--- src/rtl/irq_mask_stat_pkg.sv ---
package irq_mask_stat_pkg;

    // Which architected register an access selects.
    typedef enum logic [1:0] {
        SEL_NONE = 2'd0,
        SEL_MASK = 2'd1,
        SEL_PEND = 2'd2
    } irq_sel_e;

    // Register number from group and index within group.
    function automatic logic [15:0] reg_number(input int unsigned group,
                                               input int unsigned index,
                                               input int unsigned shift);
        reg_number = 16'((group << shift) + index);
    endfunction

endpackage

--- src/rtl/irq_edge_detect.sv ---
module irq_edge_detect #(
    parameter int unsigned LINES = 32
) (
    input  logic             clk,
    input  logic             rst_n,
    input  logic [LINES-1:0] lines_i,
    output logic [LINES-1:0] rise_o
);

    typedef struct packed {
        logic [LINES-1:0] prev;
    } edge_state_t;

    edge_state_t st_d, st_q;

    always_comb begin
        st_d      = st_q;
        st_d.prev = lines_i;
    end

    always_ff @(posedge clk or negedge rst_n) begin
        if (!rst_n) begin
            st_q <= '0;
        end else begin
            st_q <= st_d;
        end
    end

    // While held in reset no edge is reported.
    assign rise_o = rst_n ? (lines_i & ~st_q.prev) : '0;

endmodule

--- src/rtl/irq_access_decode.sv ---
module irq_access_decode
    import irq_mask_stat_pkg::*;
#(
    parameter int unsigned ADDR_W    = 16,
    parameter int unsigned DATA_W    = 32,
    parameter int unsigned GROUP     = 9,
    parameter int unsigned GRP_SHIFT = 11,
    parameter int unsigned MASK_IDX  = 0,
    parameter int unsigned PEND_IDX  = 1
) (
    input  logic              acc_en,
    input  logic              acc_we,
    input  logic [ADDR_W-1:0] acc_addr,
    input  logic [DATA_W-1:0] acc_wdata,
    output irq_sel_e          sel_o,
    output logic [DATA_W-1:0] mask_set_o,
    output logic [DATA_W-1:0] pend_clr_o
);

    localparam logic [ADDR_W-1:0] MASK_NUM = ADDR_W'(reg_number(GROUP, MASK_IDX, GRP_SHIFT));
    localparam logic [ADDR_W-1:0] PEND_NUM = ADDR_W'(reg_number(GROUP, PEND_IDX, GRP_SHIFT));

    always_comb begin
        sel_o = SEL_NONE;
        if (acc_en) begin
            if (acc_addr == MASK_NUM) begin
                sel_o = SEL_MASK;
            end else if (acc_addr == PEND_NUM) begin
                sel_o = SEL_PEND;
            end
        end
    end

    always_comb begin
        mask_set_o = '0;
        pend_clr_o = '0;
        if (acc_we) begin
            if (sel_o == SEL_MASK) begin
                mask_set_o = acc_wdata;
            end
            if (sel_o == SEL_PEND) begin
                pend_clr_o = acc_wdata;
            end
        end
    end

endmodule

--- src/rtl/irq_mask_stat.sv ---
module irq_mask_stat
    import irq_mask_stat_pkg::*;
#(
    parameter int unsigned ADDR_W    = 16,
    parameter int unsigned DATA_W    = 32,
    parameter int unsigned GROUP     = 9,
    parameter int unsigned GRP_SHIFT = 11
) (
    input  logic              clk,
    input  logic              rst_n,
    input  logic              acc_en,
    input  logic              acc_we,
    input  logic [ADDR_W-1:0] acc_addr,
    input  logic [DATA_W-1:0] acc_wdata,
    output logic [DATA_W-1:0] acc_rdata,
    input  logic [DATA_W-1:0] irq_in,
    output logic              irq_req
);

    localparam int unsigned LINES = DATA_W;

    typedef struct packed {
        logic [LINES-1:0] mask;
        logic [LINES-1:0] pend;
    } ctrl_state_t;

    ctrl_state_t      st_d, st_q;
    irq_sel_e         sel;
    logic [LINES-1:0] mask_set;
    logic [LINES-1:0] pend_clr;
    logic [LINES-1:0] rise;

    irq_access_decode #(
        .ADDR_W   (ADDR_W),
        .DATA_W   (DATA_W),
        .GROUP    (GROUP),
        .GRP_SHIFT(GRP_SHIFT),
        .MASK_IDX (0),
        .PEND_IDX (1)
    ) u_decode (
        .acc_en    (acc_en),
        .acc_we    (acc_we),
        .acc_addr  (acc_addr),
        .acc_wdata (acc_wdata),
        .sel_o     (sel),
        .mask_set_o(mask_set),
        .pend_clr_o(pend_clr)
    );

    irq_edge_detect #(
        .LINES(LINES)
    ) u_edge (
        .clk    (clk),
        .rst_n  (rst_n),
        .lines_i(irq_in),
        .rise_o (rise)
    );

    // Next state: enables only accumulate; pending clear first, then edges set.
    always_comb begin
        st_d      = st_q;
        st_d.mask = st_q.mask | mask_set;
        st_d.pend = (st_q.pend & ~pend_clr) | rise;
    end

    always_ff @(posedge clk or negedge rst_n) begin
        if (!rst_n) begin
            st_q <= '0;
        end else begin
            st_q <= st_d;
        end
    end

    always_comb begin
        acc_rdata = '0;
        if (!acc_we) begin
            case (sel)
                SEL_MASK: acc_rdata = st_q.mask;
                SEL_PEND: acc_rdata = st_q.pend;
                default:  acc_rdata = '0;
            endcase
        end
    end

    assign irq_req = |(st_q.pend & st_q.mask);

    // an enable bit once set stays set.
    a_r2_mask_never_clears: assert property (@(posedge clk) disable iff (!rst_n)
        (st_q.mask & $past(st_q.mask)) == $past(st_q.mask));

    // the mask moves only after a decoded mask write.
    a_r8_mask_only_on_write: assert property (@(posedge clk) disable iff (!rst_n)
        ($past(rst_n) && $past(sel) != SEL_MASK) |-> $stable(st_q.mask));

    // a pending bit falls only where a clear was requested.
    a_r3_pend_falls_on_clear: assert property (@(posedge clk) disable iff (!rst_n)
        ($past(rst_n)) |-> ((($past(st_q.pend) & ~st_q.pend) & ~$past(pend_clr)) == '0));

    // every detected edge is recorded, regardless of a clear.
    a_r6_rise_sets_pend: assert property (@(posedge clk) disable iff (!rst_n)
        ($past(rst_n)) |-> ((st_q.pend & $past(rise)) == $past(rise)));

    // no request without an enabled line.
    a_r7_req_needs_mask: assert property (@(posedge clk) disable iff (!rst_n)
        irq_req |-> (st_q.mask != '0 && st_q.pend != '0));

endmodule

--- config.mk ---
export PLATFORM = sky130hd
export DESIGN_NAME = irq_mask_stat
export DESIGN_NICKNAME = d
export VERILOG_FILES = /design/src/rtl/irq_mask_stat_pkg.sv /design/src/rtl/irq_edge_detect.sv /design/src/rtl/irq_access_decode.sv /design/src/rtl/irq_mask_stat.sv
export SDC_FILE = /design/constraint.sdc
export NUM_CORES = 1
export LEC_CHECK = 0
export BUFFER_PORTS_ARGS = -buffer_cell sky130_fd_sc_hd__buf_2
export CORE_ASPECT_RATIO = 2
export CORE_MARGIN = 1
export CORE_UTILIZATION = 53
export DETAILED_ROUTE_END_ITERATION = 10
export PLACE_DENSITY_LB_ADDON = 0.12
export SLEW_MARGIN = 15
export SYNTH_ARGS = -nofsm -noshare
export SYNTH_HDL_FRONTEND = slang
export SYNTH_SLANG_ARGS = --single-unit
--- constraint.sdc ---
create_clock -name clk -period 1.4 [get_ports clk]
set_clock_uncertainty 0.15 [all_clocks]
set_input_delay 0.07 -clock clk [delete_from_list [all_inputs] [get_ports clk]]
set_output_delay 0.07 -clock clk [all_outputs]
set_load 0.005 [all_outputs]
==> impl_metrics.toml, run 1 <==
[layout]
final_net_count = 745
instances_no_fill = 762
synthToLayoutAreaGrowth_pct = 72.5
layout-drive-gt1-share_pct = 43.5
stdcell_area_um2 = 7620
nFillCells = 194
n_antenna_cell = 0

[synth]
postSynthAreaPerCell_um2 = 10.7
netlist.area_leader.share_pct = 54.3
synth_cell_type_count = 20
yosys_warnings = 0
synth_edf_count = 0
synthFlopType = "dfrtp_1"
yosys.area.top_type = "dfrtp_1"
ys_top_cells_by_count = "dfrtp_1, nor2_1"
ys_top_cells_by_area = "dfrtp_1, a41o_1, mux2i_1"
yosysMostFrequentCell = "dfrtp_1"
syn_nets = 498
synthCells = 414
netlist_area_um2 = 4420
synthArstFlopShare_pct = 100
seq_area_frac_synth_pct = 54.3
ys_ff_latch = 96

[setup_path]
crit_start = "st_q[60]$_DFF_PN0_"
critPathMaxFanout = 3
endpoint_kind = "primary output"
reg2reg_depth = 3
worstSetupPathType = "reg2out"
required_ns = 1.18
start_kind = "flip-flop"
worstPathArrival_ns = 1.93
reg2reg_from = "u_edge.st_q[17]$_DFF_PN0_"

[sta]
whs_ns = 0.0964
hold_viol_final = 0
rsz0062_at_grt = "yes"
tns_ns = -20.61
fmaxAchievable_mhz = 464
timing.final.ws_setup_ns = -0.754
worstMarginPinSlew_ns = 0.638
maxSlewHeadroom_pct = 57.3
period_share_pct = 154
min_period_ns = 2.15
setup_viol = 64
slew_viol_final = 0

[drt]
vias = 5337
vias_per_cell = 7.00
first_pass_iters = 6
drc_errors = 0
ant_nets = 0
drt-wirelength-per-cell_um = 28.3
wl_um = 21600
drt_iter0_drc = 595

[global_routing]
grtUsageMet2_pct = 69.4
grt_pass1_vias = 5243
grt_usage_pct = 41.7
use_met1_pct = 44.7
grt_util_met3_pct = 7.90
grt_max_degree = 39
grt-ovfl-total = 0
grt_pass1_wl_um = 26700
busiest_layer = "met2"
antenna_found_initial = 0

[placed_design]
dp_cells = 671
placed_area_um2 = 5640
dp_hpwl_um = 9210
io_buffers = 116
routabilityCongestion = 0.859

[clock_tree]
tritoncts = "yes"
numCtsBuffers = 9
cts_buffer_depth = 2
cts_sinks = 96
clk_pin_slew_worst_paths_ns = 0.07
clock_latency_ns = 0.35
cts_root_buffer = "clkbuf_16"
htreeDepth = 3

[hold_path]
hold_depth = 4
hp-class = "in2reg"
min_from = "rst_n"

[die]
fp.dieW_um = 66.6
core_um2 = 8000
die-area_um2 = 8730
fp-row-count = 46
start_util_pct = 55.3
die_h_um = 131
io_pins = 117

[power_and_ir_drop]
irDropWorstVdd_v = 0.000805
leakagePower_nw = 3.82
power_per_cell_area_nw_per_um2 = 846

[job]
drv_cap = 0

[outcome]
violations = "setup timing"
status = "finished, violations left"
[cell families after synthesis]
| kind of cell | after synthesis | share of synthesized area (%) |
|---|---|---|
| compound gates | 80 | 13.6 |
| simple gates | 171 | 20.9 |
| buf+inv | 35 | 3.88 |
| flops | 96 | 54.3 |
| mux | 32 | 7.25 |
[cell type report]
type | count | area (um^2) | area share (%)
flip-flops and latches | 96 | 2400 | 31.5
well taps | 96 | 120 | 1.58
multi-input cells | 283 | 2530 | 33.2
repair buffers | 270 | 2250 | 29.5
clock buffers | 9 | 225 | 2.95
clock inverters | 7 | 96.3 | 1.26
inverters | 1 | 3.75 | 0.0492
[registers in the layout, indices dropped and copies added, names as in the netlist]
signal and flops:
st_q 64, u_edge.st_q 32
[critical path: stages, from the launching register on]
cell and delay (ns):
dfrtp_1 0.42, a22oi_2 0.32, nand4_1 0.14, or4_1 0.54, buf_2 0.17
[final timing paths]
kind | end | slack (ns)
setup reg to reg | st_q[17]$_DFF_PN0_ | 0.14
max in group asynchronous | st_q[49]$_DFF_PN0_ | 0.10
hold reg to reg | st_q[57]$_DFF_PN0_ | 0.41
setup / recovery | irq_req | -0.75
hold / removal | st_q[31]$_DFF_PN0_ | 0.1
min in group asynchronous | u_edge.st_q[31]$_DFF_PN0_ | 0.16
[repair_timing]
item,CTS,global route
endpoints found under the hold margin,191,96
pin swaps,30,19
gates cloned,2,0
gates resized for setup,103,69
hold buffers,65,1
setup buffers,20,1
endpoints found under the setup margin,33,64
[layer usage]
metal  wire length [um]  up-vias  part of all wire (%)
li1                   -     2039                     -
met1               6910     2567                    32
met2              10500      529                    49
met3               2040      202                   9.5
met4               2100        0                   9.7
met5                  0        -                     0
[layout by cell type, fill, tap and decap left out, types with 12 or more instances in the layout]
cell,Yosys,final
buf_2,11,108
dfrtp_1,96,96
dlygate4sd3_1,0,65
nor2_1,64,64
buf_6,3,42
buf_4,1,42
and3b_1,32,32
nand3_1,32,32
a21oi_1,32,32
a41o_1,32,32
nor3_4,0,28
mux2i_4,0,18
buf_12,0,12
[metrics by stage]
stage	power, mW	util, %	setup WS (ns)
2_1_floorplan	3.10	-	0.0157
3_3_place_gp	3.39	70.5	-0.252
3_5_place_dp	3.40	70.5	-0.275
4_1_cts	6.20	90.5	-0.565
5_1_grt	6.58	95.3	-0.781
6_report	6.45	95.3	-0.754
[where the power goes]
| part | total [mW] | internal (mW) | leakage [nW] | switching [mW] |
|---|---|---|---|---|
| registers | 2.84 | 2.82 | 1.10 | 0.0214 |
| clock network | 2.73 | 1.57 | 0.148 | 1.16 |
| logic | 0.880 | 0.410 | 2.57 | 0.470 |
No activity file was read; power rests on OpenSTA's default activity.
==> run 2, diff against run 1 <==
--- a/config.mk
+++ b/config.mk
@@ -8,9 +8,10 @@
 export BUFFER_PORTS_ARGS = -buffer_cell sky130_fd_sc_hd__buf_2
 export CORE_ASPECT_RATIO = 2
 export CORE_MARGIN = 1
-export CORE_UTILIZATION = 53
+export CORE_UTILIZATION = 40
 export DETAILED_ROUTE_END_ITERATION = 10
 export PLACE_DENSITY_LB_ADDON = 0.12
+export SKIP_CTS_REPAIR_TIMING = 1
 export SLEW_MARGIN = 15
 export SYNTH_ARGS = -nofsm -noshare
 export SYNTH_HDL_FRONTEND = slang
==> impl_metrics.toml, run 2 (synthesized netlist as in run 1, its figures left out) <==
[outcome]
status = "finished, violations left"
violations = "setup timing"

[sta]
min_period_ns = 1.98
worstMarginPinSlew_ns = 0.933
tns_ns = -5.67
timing.final.ws_setup_ns = -0.575
setup_viol = 61
fmaxAchievable_mhz = 506
rsz0062_at_grt = "yes"
slew_viol_final = 0
period_share_pct = 141
hold_viol_final = 0
maxSlewHeadroom_pct = 37.6

[job]
drv_cap = 0

[clock_tree]
clk_pin_slew_worst_paths_ns = 0.07
numCtsBuffers = 9
tritoncts = "yes"
clock_latency_ns = 0.35
cts_root_buffer = "clkbuf_16"
cts_sinks = 96
cts_buffer_depth = 2
htreeDepth = 3

[setup_path]
reg2reg_depth = 3
crit_chain = "a22oi_2, nand4_1, or4_1, buf_2"
start_kind = "flip-flop"
critPathTopFamily = "simple AND/OR/NAND/NOR gates"
critPathMaxFanout = 2
worstPathArrival_ns = 1.76
worstSetupPathType = "reg2out"
max_stage_delay_ns = 0.50
required_ns = 1.18
worst-path-buf-inv = 1
r2r_end = "st_q[33]$_DFF_PN0_"
ff2ff_setup_slack_ns = 0.26
endpoint_kind = "primary output"
reg2reg_from = "st_q[33]$_DFF_PN0_"
cpMaxStageDelayCell = "or4_1"

[layout]
layout_common_cells = "buf_2, dfrtp_1, dlygate4sd3_1"
reg_top3 = "st_q (64), u_edge.st_q (32)"
largest_register_ff_count = 64
synthToLayoutAreaGrowth_pct = 73.3
final_common_cell = "buf_2"
regMostFlops = "st_q"
layout-drive-gt1-share_pct = 44.5
nFillCells = 805
n_antenna_cell = 0
seq_area_um2 = 2400
multiInputGateArea_um2 = 2520
utilization_pct = 70.8
final_net_count = 751
instances_no_fill = 812

[global_routing]
antenna_found_initial = 0
grt_usage_pct = 23.1
grt_max_degree = 51
grt-ovfl-total = 0
grt_pass1_vias = 4145
grt_pass1_wl_um = 20300

[hold_path]
hp-class = "in2reg"
whs_endpoint = "st_q[41]$_DFF_PN0_"
min_from = "acc_we"
hold_depth = 2

[power_and_ir_drop]
total_power_mw = 6.11
irDropWorstVdd_v = 0.000694
power_per_cell_area_nw_per_um2 = 798
leakagePower_nw = 3.80

[die]
fp-row-count = 54
core_um2 = 10800
io_pins = 117
start_util_pct = 40.9
die-area_um2 = 11500
die_h_um = 151
fp.dieW_um = 76.3

[placed_design]
dp_hpwl_um = 9360
routabilityCongestion = 0.808
io_buffers = 116
dp_cells = 727

[drt]
drt-wirelength-per-cell_um = 17.7
drc_errors = 0
ant_nets = 0
vias = 4325
first_pass_iters = 4
wl_um = 14400
drt_iter0_drc = 276
vias_per_cell = 5.33
-- run 2: cell count changes in the layout (fill, tap and decap cells not counted), moves of 5 or more --
cell | previous run | this run
mux2i_1 | 11 | 4
nor3_4 | 28 | 20
buf_4 | 42 | 52
buf_6 | 42 | 35
inv_6 | 0 | 5
nor3_2 | 4 | 12
-- run 2: how the worst max path moves through the flow --
stage                             startpoint  endpoint  slack, ns  cells after the start
after floorplan           st_q[55]$_DFF_PN0_   irq_req       0.02                      3
after global placement    st_q[48]$_DFF_PN0_   irq_req      -0.29                      5
after detailed placement  st_q[48]$_DFF_PN0_   irq_req      -0.28                      5
after CTS                 st_q[48]$_DFF_PN0_   irq_req      -0.68                      5
after global routing       st_q[9]$_DFF_PN0_   irq_req      -0.63                      4
final                     st_q[54]$_DFF_PN0_   irq_req      -0.58                      4
-- run 2: report_power, final --
group | internal, mW | switching [mW] | leakage, nW
registers | 2.82 | 0.0114 | 1.10
clock network | 1.26 | 1.18 | 0.146
logic | 0.434 | 0.405 | 2.56
total | 4.52 | 1.60 | 3.80
-- run 2: layer usage --
layer	vias up	routed length, um	global-route usage, %
li1	2061	-	-
met1	2124	5640	26.3
met2	117	7990	42.6
met3	23	473	3.88
met4	0	312	8.75
met5	-	0	0
-- run 2: worst register-to-register path: cells and delay by family (launching register included) --
family          cells  cell delay [ns]
buf+inv             2             0.26
compound gates      1             0.21
flops               1             0.41
-- run 2: area by class of cell --
type	count	share of cell area [%]
multi-input combinational	283	33.0
sequential	96	31.4
timing repair buffer	276	29.5
clock buffer	9	2.94
tap	140	2.29
clock inverter	7	0.866
inverter	1	0.0490
-- run 2: metrics by stage --
stage | cell area (um^2) | hold WS, ns | worst slack [ns]
5_1_grt | 7660 | 0.142 | -0.632
4_1_cts | 6110 | -0.455 | -0.676
6_report | 7660 | 0.138 | -0.575
3_5_place_dp | 5820 | -0.0884 | -0.283
3_3_place_gp | 5820 | -0.0898 | -0.293
2_1_floorplan | 4420 | -0.376 | 0.0157
==> run 3, diff against run 2 <==
--- a/config.mk
+++ b/config.mk
@@ -11,6 +11,7 @@
 export CORE_UTILIZATION = 40
 export DETAILED_ROUTE_END_ITERATION = 10
 export PLACE_DENSITY_LB_ADDON = 0.12
+export RECOVER_POWER = 25
 export SKIP_CTS_REPAIR_TIMING = 1
 export SLEW_MARGIN = 15
 export SYNTH_ARGS = -nofsm -noshare
==> constraint.sdc (replaced) <==
create_clock -name clk -period 1.9 [get_ports clk]
set_clock_uncertainty 0.15 [all_clocks]
set_input_delay 0.095 -clock clk [delete_from_list [all_inputs] [get_ports clk]]
set_output_delay 0.095 -clock clk [all_outputs]
set_load 0.005 [all_outputs]
==> impl_metrics.toml, run 3 (synthesized netlist as in run 1, its figures left out) <==
[die]
start_util_pct = 40.9
die-area_um2 = 11500
fp-row-count = 54
die_h_um = 151
io_pins = 117
fp.dieW_um = 76.3
core_um2 = 10800

[clock_tree]
cts_sinks = 96
clock_latency_ns = 0.34
htreeDepth = 3
cts_root_buffer = "clkbuf_16"
numCtsBuffers = 9
cts_buffer_depth = 2
clk_pin_slew_worst_paths_ns = 0.07
tritoncts = "yes"

[drt]
drt_iter0_drc = 208
drt-wirelength-per-cell_um = 17.4
ant_nets = 0
vias_per_cell = 5.38
wl_um = 12800
first_pass_iters = 5
drc_errors = 0
vias = 3962

[layout]
layout_common_cells = "buf_2, dfrtp_1, dlygate4sd3_1"
synthToLayoutAreaGrowth_pct = 40.8
regMostFlops = "st_q"
reg_top3 = "st_q (64), u_edge.st_q (32)"
utilization_pct = 57.6
final_common_cell = "buf_2"
n_antenna_cell = 0
layout-drive-gt1-share_pct = 24.7
final_net_count = 676
stdcell_area_um2 = 6230
largest_register_ff_count = 64
nFillCells = 984

[power_and_ir_drop]
total_power_mw = 4.38
irDropWorstVdd_v = 0.000582
power_per_cell_area_nw_per_um2 = 704
leakagePower_nw = 3.18

[setup_path]
reg2reg_from = "u_edge.st_q[25]$_DFF_PN0_"
r2r_end = "st_q[25]$_DFF_PN0_"
crit_start = "st_q[60]$_DFF_PN0_"
crit_end = "irq_req"
worstPathArrival_ns = 1.81
endpoint_kind = "primary output"
ff2ff_setup_slack_ns = 0.83
worstSetupPathType = "reg2out"
start_kind = "flip-flop"
critPathMaxFanout = 3
required_ns = 1.65
reg2reg_depth = 3

[sta]
setup_viol = 1
timing.final.ws_setup_ns = -0.153
slew_viol_final = 0
tns_ns = -0.153
rsz0062_at_grt = "yes"
period_share_pct = 108
fmaxAchievable_mhz = 487
worstMarginPinSlew_ns = 0.524
hold_viol_final = 0
maxSlewHeadroom_pct = 65.0
min_period_ns = 2.05

[job]
drv_cap = 0

[global_routing]
busiest_layer = "met2"
antenna_found_initial = 0
grtUsageMet2_pct = 38.3
grt_pass1_wl_um = 19000
grt-ovfl-total = 0
grt_usage_pct = 21.8
grt_pass1_vias = 3659
grt_util_met3_pct = 3.64
use_met1_pct = 25.8
grt_max_degree = 65

[placed_design]
io_buffers = 116
place_worst_setup_slack_ns = 0.0994
placed_area_um2 = 5240
dp_hpwl_um = 8870
routabilityCongestion = 0.792

[outcome]
status = "finished, violations left"
violations = "setup timing"

[hold_path]
hp-class = "in2async"
==> run 3: changes by cell type in the layout (fill, tap and decap cells not counted), sizes merged <==
cell         previous run  this run
clkinv                  0         1
buf                   209       119
bufinv                  0         1
clkinvlp                0         3
dlygate4sd3            66        65
inv                     8         2
clkbuf                 10        26
==> run 3: critical path, stage by stage (launching register included) <==
cell and delay, ns:
dfrtp_1 0.41, a22oi_2 0.25, nand4_1 0.11, or4_4 0.56
buf_6 0.13
==> run 3: worst min-delay path by stage <==
stage | cells after the start | to | start | slack [ns]
floorplan | 0 | st_q[0]$_DFF_PN0_ | rst_n | -0.35
global placement | 1 | u_edge.st_q[27]$_DFF_PN0_ | rst_n | -0.17
detailed placement | 1 | u_edge.st_q[27]$_DFF_PN0_ | rst_n | -0.17
CTS | 1 | u_edge.st_q[27]$_DFF_PN0_ | rst_n | -0.53
global route | 2 | u_edge.st_q[27]$_DFF_PN0_ | rst_n | 0.01
finish | 2 | u_edge.st_q[27]$_DFF_PN0_ | rst_n | 0.009
==> run 3: per-layer routing <==
metal / wire length, um / vias up
met5: 0 / -
met4: 333 / 0
met3: 467 / 23
met2: 6860 / 119
met1: 5150 / 1926
li1: - / 1894
==> run 3: layout make-up <==
type                            count  area (um^2)  share of cell area, %
Timing Repair Buffer              201         1450                   23.3
Sequential cell                    96         2400                   38.6
Clock buffer                        9          225                   3.62
Tap cell                          140          175                   2.81
Inverter                            1         3.75                 0.0603
Multi-Input combinational cell    283         1900                   30.5
Clock inverter                      6         70.1                   1.13
==> run 3: per-stage QoR <==
step | std cells | hold WS, ns
after floorplan | 414 | -0.351
after global placement | 655 | -0.173
after detailed placement | 655 | -0.172
after CTS | 670 | -0.535
after global routing | 736 | 0.0134
final | 736 | 0.00857
==> run 3: report_power, final <==
| part | switching [mW] | internal [mW] |
|---|---|---|
| Clock | 0.794 | 1.02 |
| Combinational | 0.238 | 0.243 |
| Sequential | 0.00907 | 2.08 |
| Total | 1.04 | 3.34 |
